$ cat src/rtl/refdiv_pfd_pkg.sv
package refdiv_pfd_pkg;

   // Ratio selection decoded from the two select bits.
   typedef enum logic [1:0] {
      RSEL_MID = 2'b00,   // lo = 0, hi ignored
      RSEL_TOP = 2'b01,   // hi = 0, lo = 1
      RSEL_LOW = 2'b11    // hi = 1, lo = 1
   } rsel_e;

   function automatic rsel_e decode_rsel(input logic hi, input logic lo);
      if (!lo)
         return RSEL_MID;
      else if (hi)
         return RSEL_LOW;
      else
         return RSEL_TOP;
   endfunction

   function automatic int max3(input int a, input int b, input int c);
      int m;
      m = (a > b) ? a : b;
      return (m > c) ? m : c;
   endfunction

endpackage

$ cat src/rtl/refdiv_pfd_refdiv.sv
module refdiv_pfd_refdiv
   import refdiv_pfd_pkg::*;
#(
   parameter int DIV_TOP = 256,
   parameter int DIV_LOW = 128,
   parameter int DIV_MID = 160
) (
   input  logic clk,
   input  logic rst_n,
   input  logic rsel_hi,
   input  logic rsel_lo,
   output logic tick
);
   localparam int MAXR  = max3(DIV_TOP, DIV_LOW, DIV_MID);
   localparam int CNT_W = $clog2(MAXR);
   localparam logic [CNT_W-1:0] LD_TOP = CNT_W'(DIV_TOP - 1);
   localparam logic [CNT_W-1:0] LD_LOW = CNT_W'(DIV_LOW - 1);
   localparam logic [CNT_W-1:0] LD_MID = CNT_W'(DIV_MID - 1);

   if (DIV_TOP < 2 || DIV_LOW < 2 || DIV_MID < 2) begin : g_bad_ratio
      $error("refdiv_pfd_refdiv: every ratio must be at least 2");
   end

   logic [CNT_W-1:0] cnt_q;
   logic [CNT_W-1:0] reload;
   rsel_e            sel;

   // Ratio bits are sampled only when the count reloads, so a change
   // never shortens the period in progress.
   always_comb begin
      sel = decode_rsel(rsel_hi, rsel_lo);
      unique case (sel)
         RSEL_TOP: reload = LD_TOP;
         RSEL_LOW: reload = LD_LOW;
         default:  reload = LD_MID;
      endcase
   end

   assign tick = (cnt_q == '0);

   always_ff @(posedge clk or negedge rst_n) begin
      if (!rst_n)
         cnt_q <= '0;
      else if (tick)
         cnt_q <= reload;
      else
         cnt_q <= cnt_q - 1'b1;
   end
endmodule

$ cat src/rtl/refdiv_pfd_fbsync.sv
module refdiv_pfd_fbsync #(
   parameter int STAGES = 2
) (
   input  logic clk,
   input  logic rst_n,
   input  logic fb_async,
   output logic fb_rise
);
   if (STAGES < 2) begin : g_bad_stages
      $error("refdiv_pfd_fbsync: at least two stages are required");
   end

   logic [STAGES-1:0] sq;
   logic              last_q;

   for (genvar i = 0; i < STAGES; i++) begin : g_stage
      if (i == 0) begin : g_first
         always_ff @(posedge clk or negedge rst_n) begin
            if (!rst_n) sq[i] <= 1'b0;
            else        sq[i] <= fb_async;
         end
      end else begin : g_next
         always_ff @(posedge clk or negedge rst_n) begin
            if (!rst_n) sq[i] <= 1'b0;
            else        sq[i] <= sq[i-1];
         end
      end
   end

   always_ff @(posedge clk or negedge rst_n) begin
      if (!rst_n) last_q <= 1'b0;
      else        last_q <= sq[STAGES-1];
   end

   assign fb_rise = sq[STAGES-1] & ~last_q;
endmodule

$ cat src/rtl/refdiv_pfd_detector.sv
module refdiv_pfd_detector (
   input  logic clk,
   input  logic rst_n,
   input  logic ref_evt,
   input  logic fb_evt,
   output logic up_q,
   output logic dn_q
);
   logic up_n, dn_n;

   always_comb begin
      up_n = up_q | ref_evt;
      dn_n = dn_q | fb_evt;
      if (up_n && dn_n) begin
         up_n = 1'b0;
         dn_n = 1'b0;
      end
   end

   always_ff @(posedge clk or negedge rst_n) begin
      if (!rst_n) begin
         up_q <= 1'b0;
         dn_q <= 1'b0;
      end else begin
         up_q <= up_n;
         dn_q <= dn_n;
      end
   end
endmodule

$ cat src/rtl/refdiv_pfd_lockmon.sv
module refdiv_pfd_lockmon #(
   parameter int WIDTH_TOL = 4,
   parameter int GOOD_RUNS = 16
) (
   input  logic clk,
   input  logic rst_n,
   input  logic tick,
   input  logic pulse_act,
   output logic locked
);
   localparam int W_W = $clog2(WIDTH_TOL + 1);
   localparam int G_W = $clog2(GOOD_RUNS + 1);
   localparam logic [W_W-1:0] W_SAT = W_W'(WIDTH_TOL);
   localparam logic [G_W-1:0] G_SAT = G_W'(GOOD_RUNS);

   if (WIDTH_TOL < 1 || GOOD_RUNS < 1) begin : g_bad_lock
      $error("refdiv_pfd_lockmon: tolerance and run count must be positive");
   end

   logic [W_W-1:0] wid_q;
   logic [G_W-1:0] good_q;
   logic           bad_q;
   logic           over;
   logic           period_bad;

   assign over       = (wid_q == W_SAT);
   assign period_bad = bad_q | over;

   // Width of the current pump pulse, saturating at the tolerance.
   always_ff @(posedge clk or negedge rst_n) begin
      if (!rst_n)
         wid_q <= '0;
      else if (!pulse_act)
         wid_q <= '0;
      else if (!over)
         wid_q <= wid_q + 1'b1;
   end

   always_ff @(posedge clk or negedge rst_n) begin
      if (!rst_n)
         bad_q <= 1'b0;
      else if (tick)
         bad_q <= 1'b0;
      else
         bad_q <= period_bad;
   end

   always_ff @(posedge clk or negedge rst_n) begin
      if (!rst_n)
         good_q <= '0;
      else if (tick) begin
         if (period_bad)
            good_q <= '0;
         else if (good_q != G_SAT)
            good_q <= good_q + 1'b1;
      end
   end

   assign locked = (good_q == G_SAT);
endmodule

$ cat src/rtl/refdiv_pfd.sv
module refdiv_pfd #(
   parameter int DIV_TOP     = 256,
   parameter int DIV_LOW     = 128,
   parameter int DIV_MID     = 160,
   parameter int SYNC_STAGES = 2,
   parameter int WIDTH_TOL   = 4,
   parameter int GOOD_RUNS   = 16
) (
   input  logic clk,
   input  logic rst_n,
   input  logic fb_clk,
   input  logic rsel_hi,
   input  logic rsel_lo,
   input  logic pump_hi,
   input  logic pump_off,
   input  logic vt_off_req,
   output logic cmp_pulse,
   output logic pump_up,
   output logic pump_dn,
   output logic pump_isel,
   output logic vt_disable,
   output logic pll_locked
);
   logic tick;
   logic fb_rise;
   logic up_q, dn_q;

   refdiv_pfd_refdiv #(
      .DIV_TOP(DIV_TOP), .DIV_LOW(DIV_LOW), .DIV_MID(DIV_MID)
   ) u_div (
      .clk(clk), .rst_n(rst_n),
      .rsel_hi(rsel_hi), .rsel_lo(rsel_lo),
      .tick(tick)
   );

   refdiv_pfd_fbsync #(.STAGES(SYNC_STAGES)) u_sync (
      .clk(clk), .rst_n(rst_n), .fb_async(fb_clk), .fb_rise(fb_rise)
   );

   refdiv_pfd_detector u_det (
      .clk(clk), .rst_n(rst_n),
      .ref_evt(tick), .fb_evt(fb_rise),
      .up_q(up_q), .dn_q(dn_q)
   );

   refdiv_pfd_lockmon #(
      .WIDTH_TOL(WIDTH_TOL), .GOOD_RUNS(GOOD_RUNS)
   ) u_lock (
      .clk(clk), .rst_n(rst_n),
      .tick(tick), .pulse_act(up_q | dn_q),
      .locked(pll_locked)
   );

   assign cmp_pulse  = tick;
   assign pump_up    = up_q & ~pump_off;
   assign pump_dn    = dn_q & ~pump_off;
   assign pump_isel  = pump_hi;
   assign vt_disable = vt_off_req;
endmodule

$ cat config.mk
export PLATFORM = sky130hd
export DESIGN_NAME = refdiv_pfd
export DESIGN_NICKNAME = d
export VERILOG_FILES = /design/src/rtl/refdiv_pfd_pkg.sv /design/src/rtl/refdiv_pfd_refdiv.sv /design/src/rtl/refdiv_pfd_fbsync.sv /design/src/rtl/refdiv_pfd_detector.sv /design/src/rtl/refdiv_pfd_lockmon.sv /design/src/rtl/refdiv_pfd.sv
export SDC_FILE = /design/constraint.sdc
export NUM_CORES = 1
export LEC_CHECK = 0
export ABC_CLOCK_PERIOD_IN_PS = 2160
export CORE_MARGIN = 5
export CORE_UTILIZATION = 47
export CTS_CLUSTER_SIZE = 25
export DETAILED_ROUTE_END_ITERATION = 6
export PLACE_DENSITY = 0.71
export SYNTH_ARGS = -nofsm -noshare
export SYNTH_HDL_FRONTEND = slang
export SYNTH_SLANG_ARGS = --single-unit
export TNS_END_PERCENT = 5
$ cat constraint.sdc
create_clock -name clk -period 2.16 [get_ports clk]
set_input_delay 0.432 -clock clk [delete_from_list [all_inputs] [get_ports clk]]
set_output_delay 0.432 -clock clk [all_outputs]
set_load 0.01 [all_outputs]
==> impl_metrics.tcl <==
set metrics [dict create \
    hold_start "u_sync.sq[0]$_DFF_PN0_" \
    grt_max_degree 23 \
    post-route-period-util 0.9660 \
    nFillCells 198 \
    ir_worst_vdd_mv 0.5232 \
    p_seq_frac 0.509 \
    htreeDepth 1 \
    synth_area_sq_um 1106 \
    initial_utilization 0.4952 \
    switchingPower_w 0.0002377 \
    cp-start-kind "register" \
    core-area_sq_um 2233 \
    reg2reg_depth 6 \
    async_flop_share 1.000 \
    setup_viol 0 \
    worstMarginPinSlew_ns 0.3216 \
    hpwl_um 1517 \
    relSlewSlack 0.7856 \
    grt_antenna_before_repair 0 \
    die-height_um 58.51 \
    leakage_nw 0.6049 \
    synthCells 108 \
    drv_cap 0 \
    comb_power_share 0.149 \
    io_pins 14 \
    worstPathArrival_ns 2.34 \
    worstSetupStartpoint "u_div.cnt_q[0]$_DFF_PN0_" \
    drive_gt1_frac 0.1484 \
    critPathKind "reg -> reg" \
    fin_worst_skew_ns 0.003821 \
    holdWs_ns 0.3686 \
    ant_nets 0 \
    synth-warning-count 0 \
    place_congestion 0.7819 \
    yosysUniqueCellTypes 30 \
    synthFlopType "dfrtp_1" \
    overflow 0 \
    required_ns 2.41 \
    grt_pass1_vias 874 \
    postCtsHoldBufs 0 \
    root_buffer "clkbuf_4" \
    vias_per_cell 5.263 \
    hp-class "reg -> reg" \
    synth_top_area_share 0.4977 \
    finalHoldViolations 0 \
    utilization 0.6106 \
    drt_iter0_markers 8 \
    yosysTopAreaCell "dfrtp_1" \
    rows 17 \
    yosys-top-cells-area "dfrtp_1, ha_1, inv_1, xnor2_1, nor2_1" \
    final_max_slew_viol_count 0 \
    syn_area_per_cell_sq_um 10.24 \
    wl_per_cell_um 12.71 \
    die_w_um 58.51 \
    synth-seq-area-share 0.4977 \
    dpl_cell_area_sq_um 1287 \
    finalPower_w 0.0009373 \
    intPower_w 0.0006996 \
    pwr_density_cell_nw_per_um2 687.3 \
    grt_usage 0.1414 \
    grt_pass1_wl_um 3684 \
    p_sw_frac 0.2536 \
    hold_depth 0 \
    rsz0062_at_grt "true" \
    vias 821 \
    drt-total-wl_um 1983 \
    period_needed_ns 2.087 \
    cts.sink_count 22 \
    path_clk_slew_ns 0.13 \
    synth-edff-count 0 \
    syn2layout_area_growth_pct 23.30 \
    end_kind "register" \
    nNetsFinal 143 \
    cts_tree "yes" \
    clock_latency_ns 0.32 \
    clockPowerShare 0.342 \
    cts_inserted_buffers 3 \
    drt-pass1-iter-count 4 \
    dieArea_sq_um 3423 \
    hold_end "u_sync.sq[1]$_DFF_PN0_" \
    diodes 0 \
    cp_max_fo 5 \
    status "finished, final reports clean" \
    reg2reg_slack_ns 0.07 \
    r2r_end "u_lock.good_q[2]$_DFFE_PN0P_" \
    drc 0 \
    port_buffers 9 \
    synth_seq_cells 22 \
    finalInstanceArea_sq_um 1364 \
    syn_nets 122 \
    r2r_start "u_div.cnt_q[0]$_DFF_PN0_" \
    clock.fmax_mhz 479.2 \
    ctsLongestPathBuffers 2 \
]
power by group through the flow:
| stage | combinational, W | clock (W) | sequential (W) |
|---|---|---|---|
| floorplan | 0.000107 | 0 | 0.000478 |
| global placement | 0.000132 | 0 | 0.000483 |
| detailed placement | 0.000141 | 0 | 0.000486 |
| CTS | 0.000142 | 0.000333 | 0.000478 |
| global route | 0.000167 | 0.000353 | 0.000484 |
| finish | 0.000140 | 0.000320 | 0.000477 |
cells in the mapped netlist (3+ instances only):
library cell and count:
mux2i_1 3, inv_1 13, nor2_1 9, o2bb2ai_1 3
nand2_1 8, ha_1 6, a211oi_1 3, nor3_1 5
nand3_1 4, dfrtp_1 22, o31ai_1 3, a21oi_1 3
xnor2_1 4
area by class of cell:
class | instances | area, sq um | area share
Timing Repair Buffer | 19 | 158.9 | 0.1165
Sequential cell | 22 | 550.5 | 0.4037
Tap cell | 28 | 35.03 | 0.02569
Clock inverter | 1 | 30.03 | 0.02202
Multi-Input combinational cell | 70 | 518.0 | 0.3798
Clock buffer | 3 | 22.52 | 0.01651
Inverter | 13 | 48.80 | 0.03578
metrics by stage:
stage               cells  TNS (ns)  setup slack [ns]
global placement      152         0           0.07798
floorplan             108         0            0.2346
CTS                   156         0           0.04262
detailed placement    152         0           0.01709
global route          156  -0.03253          -0.01823
finish                156         0           0.07339
cell families after synthesis:
kind of cell	share of synthesized area
AND/OR/NAND/NOR	0.1855
adder cells (fa/ha/maj)	0.06787
XOR/XNOR	0.03167
flip-flops	0.4977
multiplexers	0.02715
buffers and inverters	0.06108
AO/OA/AOI/OAI	0.1290
what timing repair did:
item,4_1_cts,5_1_grt
endpoints found under the setup margin,2,3
gates cloned,0,0
resized for setup,6,2
setup buffers,0,0
placed cells by master, fill, tap and decap left out, types with 3 or more instances in the layout:
cell type,instances
clkdlybuf4s50_1,7
buf_4,10
inv_1,13
nand3_1,4
nor2_1,9
xnor2_1,4
o2bb2ai_1,3
a21oi_1,3
dfrtp_1,22
ha_1,6
a211oi_1,3
o31ai_1,3
clkbuf_4,3
nor3_1,5
mux2i_1,3
nand2_1,8
metal layers:
layer	track usage	wire length (um)	vias to the layer above
li1	-	-	413
met1	0.1660	897	397
met2	0.2360	981	6
met3	0.01974	43	5
met4	0.09934	60	0
met5	0	0	-
registers in the layout, indices dropped and copies added (netlist names):
register / flops
u_div.cnt_q: 8
u_lock.good_q: 5
u_lock.wid_q: 3
u_sync.sq: 2
u_det.dn_q: 1
u_det.up_q: 1
u_lock.bad_q: 1
u_sync.last_q: 1
worst max path at each step:
stage	end	cells past startpoint
final	u_lock.good_q[2]$_DFFE_PN0P_	6
after global routing	u_lock.good_q[0]$_DFFE_PN0P_	6
after CTS	cmp_pulse	6
after detailed placement	cmp_pulse	6
after global placement	cmp_pulse	6
after floorplan	u_lock.good_q[1]$_DFFE_PN0P_	5
worst max-delay path, stage by stage (launching register included):
cell and delay [ns]:
dfrtp_1 0.40, inv_1 0.08, ha_1 0.18, buf_4 0.14, or4b_4 0.49, or4_4 0.55
o2bb2ai_1 0.18
Note: power is estimated with default switching activity, not from simulation.
